===== config.mk =====
export PLATFORM = sky130hd
export DESIGN_NAME = irq_event_counter
export DESIGN_NICKNAME = d
export VERILOG_FILES = /design/src/rtl/irqc_pkg.sv /design/src/rtl/irqc_regs.sv /design/src/rtl/irqc_src_sel.sv /design/src/rtl/irqc_counter.sv /design/src/rtl/irq_event_counter.sv
export SDC_FILE = /design/constraint.sdc
export NUM_CORES = 1
export LEC_CHECK = 0
export ABC_CLOCK_PERIOD_IN_PS = 10300
export BUFFER_PORTS_ARGS = -buffer_cell sky130_fd_sc_hd__buf_2
export CAP_MARGIN = 20
export CELL_PAD_IN_SITES_DETAIL_PLACEMENT = 1
export CELL_PAD_IN_SITES_GLOBAL_PLACEMENT = 1
export CORE_UTILIZATION = 45
export DETAILED_ROUTE_END_ITERATION = 12
export PLACE_DENSITY_LB_ADDON = 0.1
export SKIP_CTS_REPAIR_TIMING = 1
export SLEW_MARGIN = 20
export SYNTH_ARGS = -nofsm -noshare
export SYNTH_HDL_FRONTEND = slang
export SYNTH_HIERARCHICAL = 1
export SYNTH_SLANG_ARGS = --single-unit

===== constraint.sdc =====
create_clock -name clk -period 10.3 [get_ports clk]
set_input_delay 0 -clock clk [delete_from_list [all_inputs] [get_ports clk]]
set_output_delay 0 -clock clk [all_outputs]
set_load 0.01 [all_outputs]

===== src/rtl/irqc_pkg.sv =====
package irqc_pkg;

  localparam int CNT_W    = 8;
  localparam int NARROW_W = 3;
  localparam int REG_AW   = 3;

  localparam logic [REG_AW-1:0] OFF_ENABLE  = 3'd0;
  localparam logic [REG_AW-1:0] OFF_MODE    = 3'd1;
  localparam logic [REG_AW-1:0] OFF_DISARM  = 3'd2;
  localparam logic [REG_AW-1:0] OFF_ARM     = 3'd3;
  localparam logic [REG_AW-1:0] OFF_PRE     = 3'd4;
  localparam logic [REG_AW-1:0] OFF_CNT     = 3'd5;
  localparam logic [REG_AW-1:0] OFF_KEY     = 3'd6;

  localparam logic [1:0] SRC_CPU   = 2'd0;
  localparam logic [1:0] SRC_A12   = 2'd1;
  localparam logic [1:0] SRC_READ  = 2'd2;
  localparam logic [1:0] SRC_WRITE = 2'd3;

  typedef enum logic [1:0] {DIR_HOLD, DIR_UP, DIR_DOWN} dir_e;

  // direction field decode
  function automatic dir_e dir_of(input logic [1:0] f);
    case (f)
      2'b01:   return DIR_UP;
      2'b10:   return DIR_DOWN;
      default: return DIR_HOLD;
    endcase
  endfunction

  // compare mask of the prescaler
  function automatic logic [CNT_W-1:0] pre_mask(input logic narrow);
    return narrow ? {CNT_W{1'b1}} >> (CNT_W - NARROW_W) : {CNT_W{1'b1}};
  endfunction

  // one step in the selected direction
  function automatic logic [CNT_W-1:0] step_val(input logic [CNT_W-1:0] v, input dir_e d);
    case (d)
      DIR_UP:   return v + 1'b1;
      DIR_DOWN: return v - 1'b1;
      default:  return v;
    endcase
  endfunction

  // prescaler has reached its carry point after a step
  function automatic logic pre_hit(input logic [CNT_W-1:0] v, input logic [CNT_W-1:0] m,
                                   input dir_e d);
    case (d)
      DIR_UP:   return (v & m) == '0;
      DIR_DOWN: return (v & m) == m;
      default:  return 1'b0;
    endcase
  endfunction

  // main counter has wrapped after a step
  function automatic logic main_wrap(input logic [CNT_W-1:0] v, input dir_e d);
    case (d)
      DIR_UP:   return v == '0;
      DIR_DOWN: return v == '1;
      default:  return 1'b0;
    endcase
  endfunction

endpackage


===== src/rtl/irqc_regs.sv =====
module irqc_regs
  import irqc_pkg::*;
(
  input  logic              clk,
  input  logic              rst_n,
  input  logic              wr_en,
  input  logic [REG_AW-1:0] wr_addr,
  input  logic [CNT_W-1:0]  wr_data,
  output logic [CNT_W-1:0]  mode_q,
  output logic              en_q,
  output logic              irq_clear,
  output logic              pre_load,
  output logic              cnt_load,
  output logic [CNT_W-1:0]  load_val
);

  logic [CNT_W-1:0] key_q;

  always_ff @(posedge clk) begin
    if (!rst_n) begin
      mode_q <= '0;
      key_q  <= '0;
      en_q   <= 1'b0;
    end else if (wr_en) begin
      case (wr_addr)
        OFF_ENABLE: en_q   <= wr_data[0];
        OFF_MODE:   mode_q <= wr_data;
        OFF_DISARM: en_q   <= 1'b0;
        OFF_ARM:    en_q   <= 1'b1;
        OFF_KEY:    key_q  <= wr_data;
        default:    ;
      endcase
    end
  end

  always_comb begin
    irq_clear = wr_en && ((wr_addr == OFF_ENABLE && !wr_data[0]) || wr_addr == OFF_DISARM);
    pre_load  = wr_en && (wr_addr == OFF_PRE);
    cnt_load  = wr_en && (wr_addr == OFF_CNT);
    load_val  = wr_data ^ key_q;
  end


  en_arm_chk: assert property (@(posedge clk) disable iff (!rst_n)
    (wr_en && wr_addr == OFF_ARM) |=> en_q);


  en_disarm_chk: assert property (@(posedge clk) disable iff (!rst_n)
    (wr_en && wr_addr == OFF_DISARM) |=> !en_q);


  mode_keep_chk: assert property (@(posedge clk) disable iff (!rst_n)
    !(wr_en && wr_addr == OFF_MODE) |=> $stable(mode_q));

endmodule


===== src/rtl/irqc_src_sel.sv =====
module irqc_src_sel
  import irqc_pkg::*;
#(
  parameter int BURST_LEN = 8
) (
  input  logic       clk,
  input  logic       rst_n,
  input  logic [1:0] src,
  input  logic       ev_cpu_cycle,
  input  logic       ev_a12_rise,
  input  logic       ev_ppu_read,
  input  logic       ev_cpu_write,
  output logic       tick
);

  localparam int BW = $clog2(BURST_LEN) + 2;
  localparam logic [BW-1:0] CAP   = {BW{1'b1}};
  localparam logic [BW:0]   LEN_X = BURST_LEN[BW:0];

  logic [BW-1:0] burst_q;
  logic [BW-1:0] burst_base;
  logic [BW:0]   burst_sum;
  logic [BW-1:0] burst_nxt;
  logic          burst_start;
  logic          burst_tick;

  always_comb begin
    burst_start = ev_a12_rise && (src == SRC_A12);
    burst_tick  = burst_q != '0;
    burst_base  = burst_q - {{(BW-1){1'b0}}, burst_tick};
    burst_sum   = {1'b0, burst_base} + LEN_X;
    if (!burst_start)        burst_nxt = burst_base;
    else if (burst_sum[BW])  burst_nxt = CAP;
    else                     burst_nxt = burst_sum[BW-1:0];
  end

  always_ff @(posedge clk) begin
    if (!rst_n) burst_q <= '0;
    else        burst_q <= burst_nxt;
  end

  always_comb begin
    case (src)
      SRC_CPU:   tick = ev_cpu_cycle;
      SRC_A12:   tick = burst_tick;
      SRC_READ:  tick = ev_ppu_read;
      default:   tick = ev_cpu_write;
    endcase
  end


  burst_load_chk: assert property (@(posedge clk) disable iff (!rst_n)
    (burst_start && burst_q == '0) |=> (burst_q == BURST_LEN[BW-1:0]));


  burst_drain_chk: assert property (@(posedge clk) disable iff (!rst_n)
    (!burst_start && burst_q != '0) |=> (burst_q == $past(burst_q) - 1'b1));


  burst_idle_chk: assert property (@(posedge clk) disable iff (!rst_n)
    (!burst_start && burst_q == '0) |=> (burst_q == '0));

endmodule


===== src/rtl/irqc_counter.sv =====
module irqc_counter
  import irqc_pkg::*;
(
  input  logic             clk,
  input  logic             rst_n,
  input  logic             tick,
  input  dir_e             dir,
  input  logic             narrow,
  input  logic             pre_load,
  input  logic             cnt_load,
  input  logic [CNT_W-1:0] load_val,
  input  logic             en,
  input  logic             irq_clear,
  output logic             irq_q
);

  logic [CNT_W-1:0] pre_q, cnt_q;
  logic [CNT_W-1:0] pre_nxt, cnt_nxt;
  logic             pre_step;
  logic             main_clk;
  logic             raise;

  always_comb begin
    pre_step = tick && (dir != DIR_HOLD);
    pre_nxt  = step_val(pre_q, dir);
    main_clk = pre_step && !pre_load && pre_hit(pre_nxt, pre_mask(narrow), dir);
    cnt_nxt  = step_val(cnt_q, dir);
    raise    = main_clk && !cnt_load && main_wrap(cnt_nxt, dir) && en;
  end

  always_ff @(posedge clk) begin
    if (!rst_n) begin
      pre_q <= '0;
      cnt_q <= '0;
      irq_q <= 1'b0;
    end else begin
      if (pre_load)      pre_q <= load_val;
      else if (pre_step) pre_q <= pre_nxt;
      if (cnt_load)      cnt_q <= load_val;
      else if (main_clk) cnt_q <= cnt_nxt;
      if (irq_clear)     irq_q <= 1'b0;
      else if (raise)    irq_q <= 1'b1;
    end
  end


  irq_hold_chk: assert property (@(posedge clk) disable iff (!rst_n)
    (irq_q && !irq_clear) |=> irq_q);


  irq_ack_chk: assert property (@(posedge clk) disable iff (!rst_n)
    irq_clear |=> !irq_q);


  irq_cause_chk: assert property (@(posedge clk) disable iff (!rst_n)
    $rose(irq_q) |-> $past(en && main_clk));


  hold_stable_chk: assert property (@(posedge clk) disable iff (!rst_n)
    (dir == DIR_HOLD && !pre_load && !cnt_load) |=> ($stable(pre_q) && $stable(cnt_q)));


  main_step_chk: assert property (@(posedge clk) disable iff (!rst_n)
    (main_clk && !cnt_load) |=> (cnt_q != $past(cnt_q)));

endmodule


===== src/rtl/irq_event_counter.sv =====
module irq_event_counter
  import irqc_pkg::*;
#(
  parameter int BURST_LEN = 8
) (
  input  logic              clk,
  input  logic              rst_n,
  input  logic              wr_en,
  input  logic [REG_AW-1:0] wr_addr,
  input  logic [CNT_W-1:0]  wr_data,
  input  logic              ev_cpu_cycle,
  input  logic              ev_a12_rise,
  input  logic              ev_ppu_read,
  input  logic              ev_cpu_write,
  output logic              irq
);

  logic [CNT_W-1:0] mode_q;
  logic             en_q;
  logic             irq_clear;
  logic             pre_load;
  logic             cnt_load;
  logic [CNT_W-1:0] load_val;
  logic             tick;
  dir_e             dir;
  logic             unused_mode_bits;

  assign dir              = dir_of(mode_q[7:6]);
  assign unused_mode_bits = ^mode_q[5:3];

  irqc_regs u_regs (
    .clk       (clk),
    .rst_n     (rst_n),
    .wr_en     (wr_en),
    .wr_addr   (wr_addr),
    .wr_data   (wr_data),
    .mode_q    (mode_q),
    .en_q      (en_q),
    .irq_clear (irq_clear),
    .pre_load  (pre_load),
    .cnt_load  (cnt_load),
    .load_val  (load_val)
  );

  irqc_src_sel #(.BURST_LEN(BURST_LEN)) u_src (
    .clk          (clk),
    .rst_n        (rst_n),
    .src          (mode_q[1:0]),
    .ev_cpu_cycle (ev_cpu_cycle),
    .ev_a12_rise  (ev_a12_rise),
    .ev_ppu_read  (ev_ppu_read),
    .ev_cpu_write (ev_cpu_write),
    .tick         (tick)
  );

  irqc_counter u_cnt (
    .clk       (clk),
    .rst_n     (rst_n),
    .tick      (tick),
    .dir       (dir),
    .narrow    (mode_q[2]),
    .pre_load  (pre_load),
    .cnt_load  (cnt_load),
    .load_val  (load_val),
    .en        (en_q),
    .irq_clear (irq_clear),
    .irq_q     (irq)
  );


  irq_low_disabled_chk: assert property (@(posedge clk) disable iff (!rst_n)
    (!irq && !en_q) |=> !irq);

endmodule


---- Word level (Yosys, flattened, before mapping) ----
Cells that the tools add are included.
operators by class
  equal/unequal tests ..................... 14
  mux-type cells .......................... 14
  bitwise gates (word level) .............. 3
  reductions and logical operators ........ 28
  $add $sub $neg .......................... 6
operators by type and width
  operator                                                                count
  8-bit two-way mux                                                       5
  8-bit one-hot mux with 2 select lines                                   2
  8-bit by 1-bit adder with 8-bit output (second input constant)          2
  8-bit zero test                                                         2
  8-bit by 1-bit subtractor with 8-bit output (second input constant)     2
  1-bit logical AND                                                       11
  5-bit two-way mux                                                       2
  3-bit equality test (second input constant)                             3
  8-bit bitwise AND                                                       1
  8-bit equality test                                                     1
  8-bit equality test (second input constant)                             1
  8-bit XOR                                                               1
  5-bit by 4-bit adder with 6-bit output (second input constant)          1
  2-bit by 1-bit equality test with 1-bit output (second input constant)  3
  2-bit equality test (second input constant)                             3
  3-bit by 2-bit equality test with 1-bit output (second input constant)  2
  1-bit one-hot mux with 3 select lines                                   2
  2-bit AND reduction                                                     3
  2-bit nonzero test                                                      3
  5-bit nonzero test                                                      1
  5-bit by 1-bit subtractor with 5-bit output                             1
  1-bit one-hot mux with 2 select lines                                   2
  2-bit one-hot mux with 2 select lines                                   1
  3-bit by 1-bit equality test with 1-bit output (second input constant)  1
  other kinds (7)                                                         9
storage, ports and cells
  logic and storage cells ................. 72
  output and inout bits ................... 1
  flip-flop bits (word level) ............. 39
  bits of input ports ..................... 18

---- Longest topological paths before layout ----
Gate-level depths: netlist (run 1).
  depth in word-level cells ............... 11
  mapped depth ............................ 18
  depth with buffers taken out ............ 13

---- Cells and area by module ----
The synthesis (run 1) kept the hierarchy.
modules (own cells, without submodules)
  module             area an instance (µm²)  sequential area each (µm²)  instances  cells each
  irqc_counter       2,408.6                 340.3                       1          341
  irqc_regs          764.5                   340.3                       1          81
  irqc_src_sel       301.5                   100.1                       1          34
  irq_event_counter  15.0                    0.0                         1          2

---- Least setup slack after synthesis (run 1) ----
No wires, ideal clock.
  path kind ............................... register to register
  start ................................... reg u_regs.mode_q[6]
  end ..................................... reg u_cnt.cnt_q[7]
  period minus slack after synthesis ...... 4.382 ns
  slack ................................... 5.918 ns
  data required time ...................... 10.171 ns
  arrival time ............................ 4.253 ns
  cell stages (with the launch flop) ...... 18
  path through ............................ dfxtp_1 -> nor2b_1 -> inv_1 -> ha_1 -> buf_6 -> buf_4 -> clkbuf_1 -> clkbuf_1 -> xor2_1 -> ha_1 -> a21boi_1 -> o22ai_1 -> or4_4 -> and4_4 -> or4_4 -> or4_4 -> a2111oi_4 -> a211oi_2
on the way
  cells in the longest elaborated chain, start to end .. 9
ends and longest elaborated chain
  what                                                                                          line                            text
  start: declaration                                                                            irqc_regs.sv:9                  output logic [CNT_W-1:0] mode_q,
  start signal: assignment                                                                      irqc_regs.sv:27                 OFF_MODE: mode_q <= wr_data;
  2-bit equality test / 2-bit by 1-bit equality test with 1-bit output (equally long branches)  irqc_pkg.sv:24                  case (f)
  2-bit one-hot mux with 2 select lines (*)                                                     irqc_pkg.sv:24
  net dir[0]                                                                                    irq_event_counter.sv:25         dir_e dir;
  2-bit equality test / 2-bit by 1-bit equality test with 1-bit output (equally long branches)  irqc_pkg.sv:38, irqc_pkg.sv:48
  8-bit one-hot mux with 2 select lines                                                         irqc_pkg.sv:38                  case (d)
  8-bit bitwise AND                                                                             irqc_pkg.sv:49, irqc_pkg.sv:50
  8-bit equality test / 8-bit zero test (equally long branches)                                 irqc_pkg.sv:50, irqc_pkg.sv:49
  1-bit one-hot mux with 2 select lines                                                         irqc_pkg.sv:48                  case (d)
  1-bit logical AND                                                                             irqc_counter.sv:26              main_clk = pre_step && !pre_load && pre_hit(pre_nxt, pre_mask(narrow), dir);
  2-bit nonzero test (no line)                                                                  --
  end signal: assignment                                                                        irqc_counter.sv:39              if (cnt_load) cnt_q <= load_val;
  end signal: assignment                                                                        irqc_counter.sv:40              else if (main_clk) cnt_q <= cnt_nxt;
  end: declaration                                                                              irqc_counter.sv:17              logic [CNT_W-1:0] pre_q, cnt_q;
The timed path passes the listed nets; every way through them passes the cells marked *. The select of a mux whose other input is x is not followed.
A chain may end at the register's enable or synchronous reset.

---- Worst setup path after layout (run 1) ----
Same ends and word-level chain as after synthesis.

==> flow_summary.ini, run 1 <==
[sta]
worstMarginPinSlew_ns = 0.968
relSlewSlack = 0.351
rsz0062_at_grt = false
report.final.setup_viol = 0
clock_skew_ns = 0.00582
drv_slew = 0
tns_ns = 0
min_period_over_period = 0.399
min_period_ns = 4.11
fmax_ghz = 0.243
timing.hold.ws_ns = -0.0186
finalHoldViolCount = 2

[global_route]
antenna_found_initial = 0
met2_usage = 0.394
grt_overflow = 0
grt_pass1_wl_mm = 15.0
global_route.peak_usage_layer = met2
grt_use_met3 = 0.0261
grt_use_total = 0.244
met1_usage = 0.337
grt_pass1_vias = 3129
grt_max_degree = 50

[setup_path]
slowest_delay_ns = 0.56
start_kind = flop
cp_num_cells = 14
r2r_setup_slack_ns = 6.19
timing.critical_path.mode_cell = or4_4
worstPathRequired_ns = 10.46
cp_slowest_cell = or4_4
worstSetupEndpoint = u_cnt/cnt_q[7]
rr_worst_depth = 14
critPathCaptureType = flop
r2r-end = u_cnt/cnt_q[7]
path_cells = nor2b_1 > inv_1 > ha_1 > buf_4 > xor2_1 > ha_1 > a21boi_1 > o22ai_1 > or4_4 > and4_4 > or4_4 > or4_4 > a2111oi_4 > a211oi_2
path_class = reg -> reg
r2r-start = u_regs/mode_q[6]
startpoint = u_regs/mode_q[6]
cp_num_buf_inv = 2
crit_family = simple AND/OR/NAND/NOR gates
arrival_ns = 4.28
cp_max_fo = 49

[routing]
wl_per_cell_um = 17.1
drc_errors = 0
ant_nets = 0
vias = 3319
first_pass_iters = 4
via_per_inst = 6.06
drt_iter0_drc = 138
routed_wl_mm = 9.39

[clock_network]
cts_buffer_depth = 2
path_clk_slew_ns = 0.07
cts_tree = done
insertion_delay_ns = 0.28
cts_root_buf = clkbuf_8
cts.sinks = 36
htreeDepth = 2
numCtsBuffers = 5

[placed_design]
io_buffers = 18
dpl.hpwl_mm = 7.00
gp_congestion = 0.829
dp.cells = 534

[finish]
final_common_cell = nand2_1
antennaDiodeCount = 0
final_cell_mix = nand2_1, dfxtp_1, o21ai_0, nor2_1, a21oi_1
nets = 476
n_fill_cell = 947
final_layout_size_suffix_gt1_frac = 0.105
syn_to_final_growth_pct = 6.55
fin_cells = 548

[yosys]
syn_nets = 477
syn_inst = 449
yosysWarnings = 6
postSynthAreaPerCell_um2 = 7.53
synthesis.area_mm2 = 0.00338

[power_and_ir_drop]
power_density_mw_per_mm2 = 103
p_leak_nw = 1.30
ir_drop_mv = 0.114

[flow_run]
cap_violations = 0

[min_path]
min_path_type = in -> reg

[die]
die_h_um = 88.7
num_rows = 31
die-area_mm2 = 0.00786
core_mm2 = 0.00725
boundaryPins = 19
initial_core_util = 0.466
die_w_um = 88.7

[run_status]
status = finished with violations
violations = hold timing
## worst register-to-register path, cell delays in order (launching register included)
cell and delay (ns):
dfxtp_1 0.32, nor2b_1 0.14, inv_1 0.10, ha_1 0.15
buf_4 0.39, xor2_1 0.21, ha_1 0.24, a21boi_1 0.18
o22ai_1 0.09, or4_4 0.53, and4_4 0.21, or4_4 0.48
or4_4 0.56, a2111oi_4 0.33, a211oi_2 0.07
## sequential cells by signal, indices dropped and copies added (netlist names)
signal         flops
u_cnt/cnt_q        8
u_cnt/pre_q        8
u_regs/key_q       8
u_regs/mode_q      5
u_src/burst_q      5
u_cnt/irq_q        1
u_regs/en_q        1
## metal layers
layer,up-vias,wire [um]
met5,-,0
met3,12,232
li1,1646,-
met4,0,165
met2,61,4260
met1,1600,4730
## power by group
part | leakage [nW] | total, mW | switching, mW | internal [mW]
combinational | 0.964 | 0.101 | 0.0553 | 0.0453
sequential | 0.293 | 0.167 | 0.0157 | 0.152
clock | 0.0455 | 0.103 | 0.0488 | 0.0546
## through the flow
step | setup WS, ns | hold WS [ns] | area (um2) | power [mW] | util
finish | 6.19 | -0.0186 | 3600 | 0.371 | 0.497
floorplan | 5.92 | 0.115 | 3380 | 0.244 | -
global placement | 6.22 | 0.257 | 3450 | 0.265 | 0.475
detailed placement | 5.94 | 0.266 | 3450 | 0.269 | 0.475
global route | 5.91 | 0.00679 | 3600 | 0.396 | 0.497
CTS | 5.91 | -0.0415 | 3540 | 0.374 | 0.488
## layout make-up
type / instances / area (um2) / area share
flip-flops and latches: 36 / 721 / 0.200
inverters: 15 / 56.3 / 0.0156
well taps: 99 / 124 / 0.0344
repair buffers: 28 / 180 / 0.0500
multi-input cells: 362 / 2430 / 0.675
clock buffers: 8 / 90.1 / 0.0250
## worst min-delay path by stage
stage                          start                to  slack, ns  cells past startpoint
after floorplan                rst_n  u_src/burst_q[2]       0.11                      2
after global placement    wr_data[3]   u_regs/key_q[3]       0.26                      3
after detailed placement  wr_data[5]   u_regs/key_q[5]       0.27                      3
after CTS                 wr_data[5]   u_regs/key_q[5]      -0.04                      3
after global routing      wr_data[4]   u_regs/key_q[4]      0.007                      3
final                     wr_data[4]   u_regs/key_q[4]      -0.02                      3
Note: power is estimated with default switching activity, not from simulation.
==> run 2, diff against run 1 <==
--- a/config.mk
+++ b/config.mk
@@ -5,12 +5,13 @@
 export SDC_FILE = /design/constraint.sdc
 export NUM_CORES = 1
 export LEC_CHECK = 0
-export ABC_CLOCK_PERIOD_IN_PS = 10300
+export ABC_AREA = 1
+export ABC_CLOCK_PERIOD_IN_PS = 3530
 export BUFFER_PORTS_ARGS = -buffer_cell sky130_fd_sc_hd__buf_2
 export CAP_MARGIN = 20
 export CELL_PAD_IN_SITES_DETAIL_PLACEMENT = 1
 export CELL_PAD_IN_SITES_GLOBAL_PLACEMENT = 1
-export CORE_UTILIZATION = 45
+export CORE_UTILIZATION = 39
 export DETAILED_ROUTE_END_ITERATION = 12
 export PLACE_DENSITY_LB_ADDON = 0.1
 export SKIP_CTS_REPAIR_TIMING = 1
==> constraint.sdc (replaced) <==
create_clock -name clk -period 3.53 [get_ports clk]
set_input_delay 0 -clock clk [delete_from_list [all_inputs] [get_ports clk]]
set_output_delay 0 -clock clk [all_outputs]
set_load 0.01 [all_outputs]
==> flow_summary.ini, run 2 <==
[run_status]
status = finished with violations
violations = hold timing

[power_and_ir_drop]
ir_drop_mv = 0.264
power_density_mw_per_mm2 = 315
p_leak_nw = 1.58

[die]
initial_core_util = 0.405
boundaryPins = 19
die-area_mm2 = 0.00844
core_mm2 = 0.00777
die_w_um = 91.9
die_h_um = 91.9
num_rows = 32

[yosys]
syn_inst = 531
postSynthAreaPerCell_um2 = 5.93
syn_nets = 559
yosysWarnings = 6
synthesis.area_mm2 = 0.00315

[finish]
final_common_cell = nand2_1
fin_area_mm2 = 0.00342
nets = 577
final_layout_size_suffix_gt1_frac = 0.140
largestRegisters = u_cnt/cnt_q (8), u_cnt/pre_q (8), u_regs/key_q (8)
syn_to_final_growth_pct = 8.54
antennaDiodeCount = 0
final_cell_mix = nand2_1, nor2_1, inv_1

[setup_path]
arrival_ns = 3.34
start_kind = flop
timing.critical_path.mode_cell = nand2_1
worstPathRequired_ns = 3.74
cp_max_fo = 11
path_class = reg -> reg
critPathCaptureType = flop
cp_slowest_cell = dfxtp_1
startpoint = u_regs/mode_q[6]
r2r-start = u_regs/mode_q[6]
slowest_delay_ns = 0.35

[global_route]
grt_pass1_vias = 3188
grt_max_degree = 18
grt_use_total = 0.216
grt_pass1_wl_mm = 14.9
grt_overflow = 0
antenna_found_initial = 0

[clock_network]
cts.sinks = 36
insertion_delay_ns = 0.28
cts_root_buf = clkbuf_8
path_clk_slew_ns = 0.07
cts_tree = done
htreeDepth = 2
numCtsBuffers = 5
cts_buffer_depth = 2

[sta]
clock_skew_ns = 0.00258
min_period_over_period = 0.887
rsz0062_at_grt = false
finalHoldViolCount = 1
tns_ns = 0
drv_slew = 0
fmax_ghz = 0.320
min_period_ns = 3.13
timing.hold.ws_ns = -0.00280
worstMarginPinSlew_ns = 0.675
report.final.setup_viol = 0
relSlewSlack = 0.550

[min_path]
min_path_type = in -> reg
hp-start = wr_data[4]

[routing]
vias = 3198
first_pass_iters = 4
drc_errors = 0
routed_wl_mm = 8.54
ant_nets = 0
wl_per_cell_um = 13.1
via_per_inst = 4.91
drt_iter0_drc = 75

[placed_design]
gp_congestion = 0.811
dpl.hpwl_mm = 7.11
dpl-instance-area_mm2 = 0.00334
io_buffers = 18

[flow_run]
cap_violations = 0
==> run 2: critical path: cells and delay by family, from the launching register on <==
family | cells | cell delay, ns
compound gates | 2 | 0.37
fa+ha+maj | 2 | 0.45
buf+inv | 4 | 0.37
flops | 1 | 0.35
simple gates | 18 | 1.52
==> run 2: layout make-up <==
type                    count  area (um2)
multi-input cells         417        2100
clock inverters             1        5.00
repair buffers             25         143
clock buffers               6        72.6
flip-flops and latches     36         721
inverters                  64         248
well taps                 102         128
fillers                  1093        4350
==> run 2: report_power, final <==
group	switching (mW)	internal (mW)
logic	0.210	0.131
clock network	0.136	0.134
registers	0.0243	0.441
total	0.371	0.706
==> run 2: worst paths after layout <==
path / endpoint / slack [ns] / cells after the start
setup / recovery: u_cnt/cnt_q[3] / 0.40 / 26
hold / removal: u_regs/key_q[4] / -0.003 / 3
setup reg to reg: u_cnt/cnt_q[3] / 0.40 / 26
hold reg to reg: u_regs/en_q / 0.47 / 2
==> run 2: through the flow <==
step                       util  hold WS [ns]  power, mW  setup slack [ns]  instances
after floorplan               -         0.136      0.734             0.775        531
after global placement    0.430         0.277      0.807             0.466        644
after detailed placement  0.430         0.289      0.820             0.418        644
after CTS                 0.440      -0.00570       1.09             0.388        651
after global routing      0.440        0.0264       1.17            0.0301        651
final                     0.440      -0.00280       1.08             0.401        651
==> run 2: metal layers <==
metal  wire, um  track usage
met1       4450        0.298
met2       3950        0.371
met3         88       0.0149
met4         45       0.0404
met5          0            0
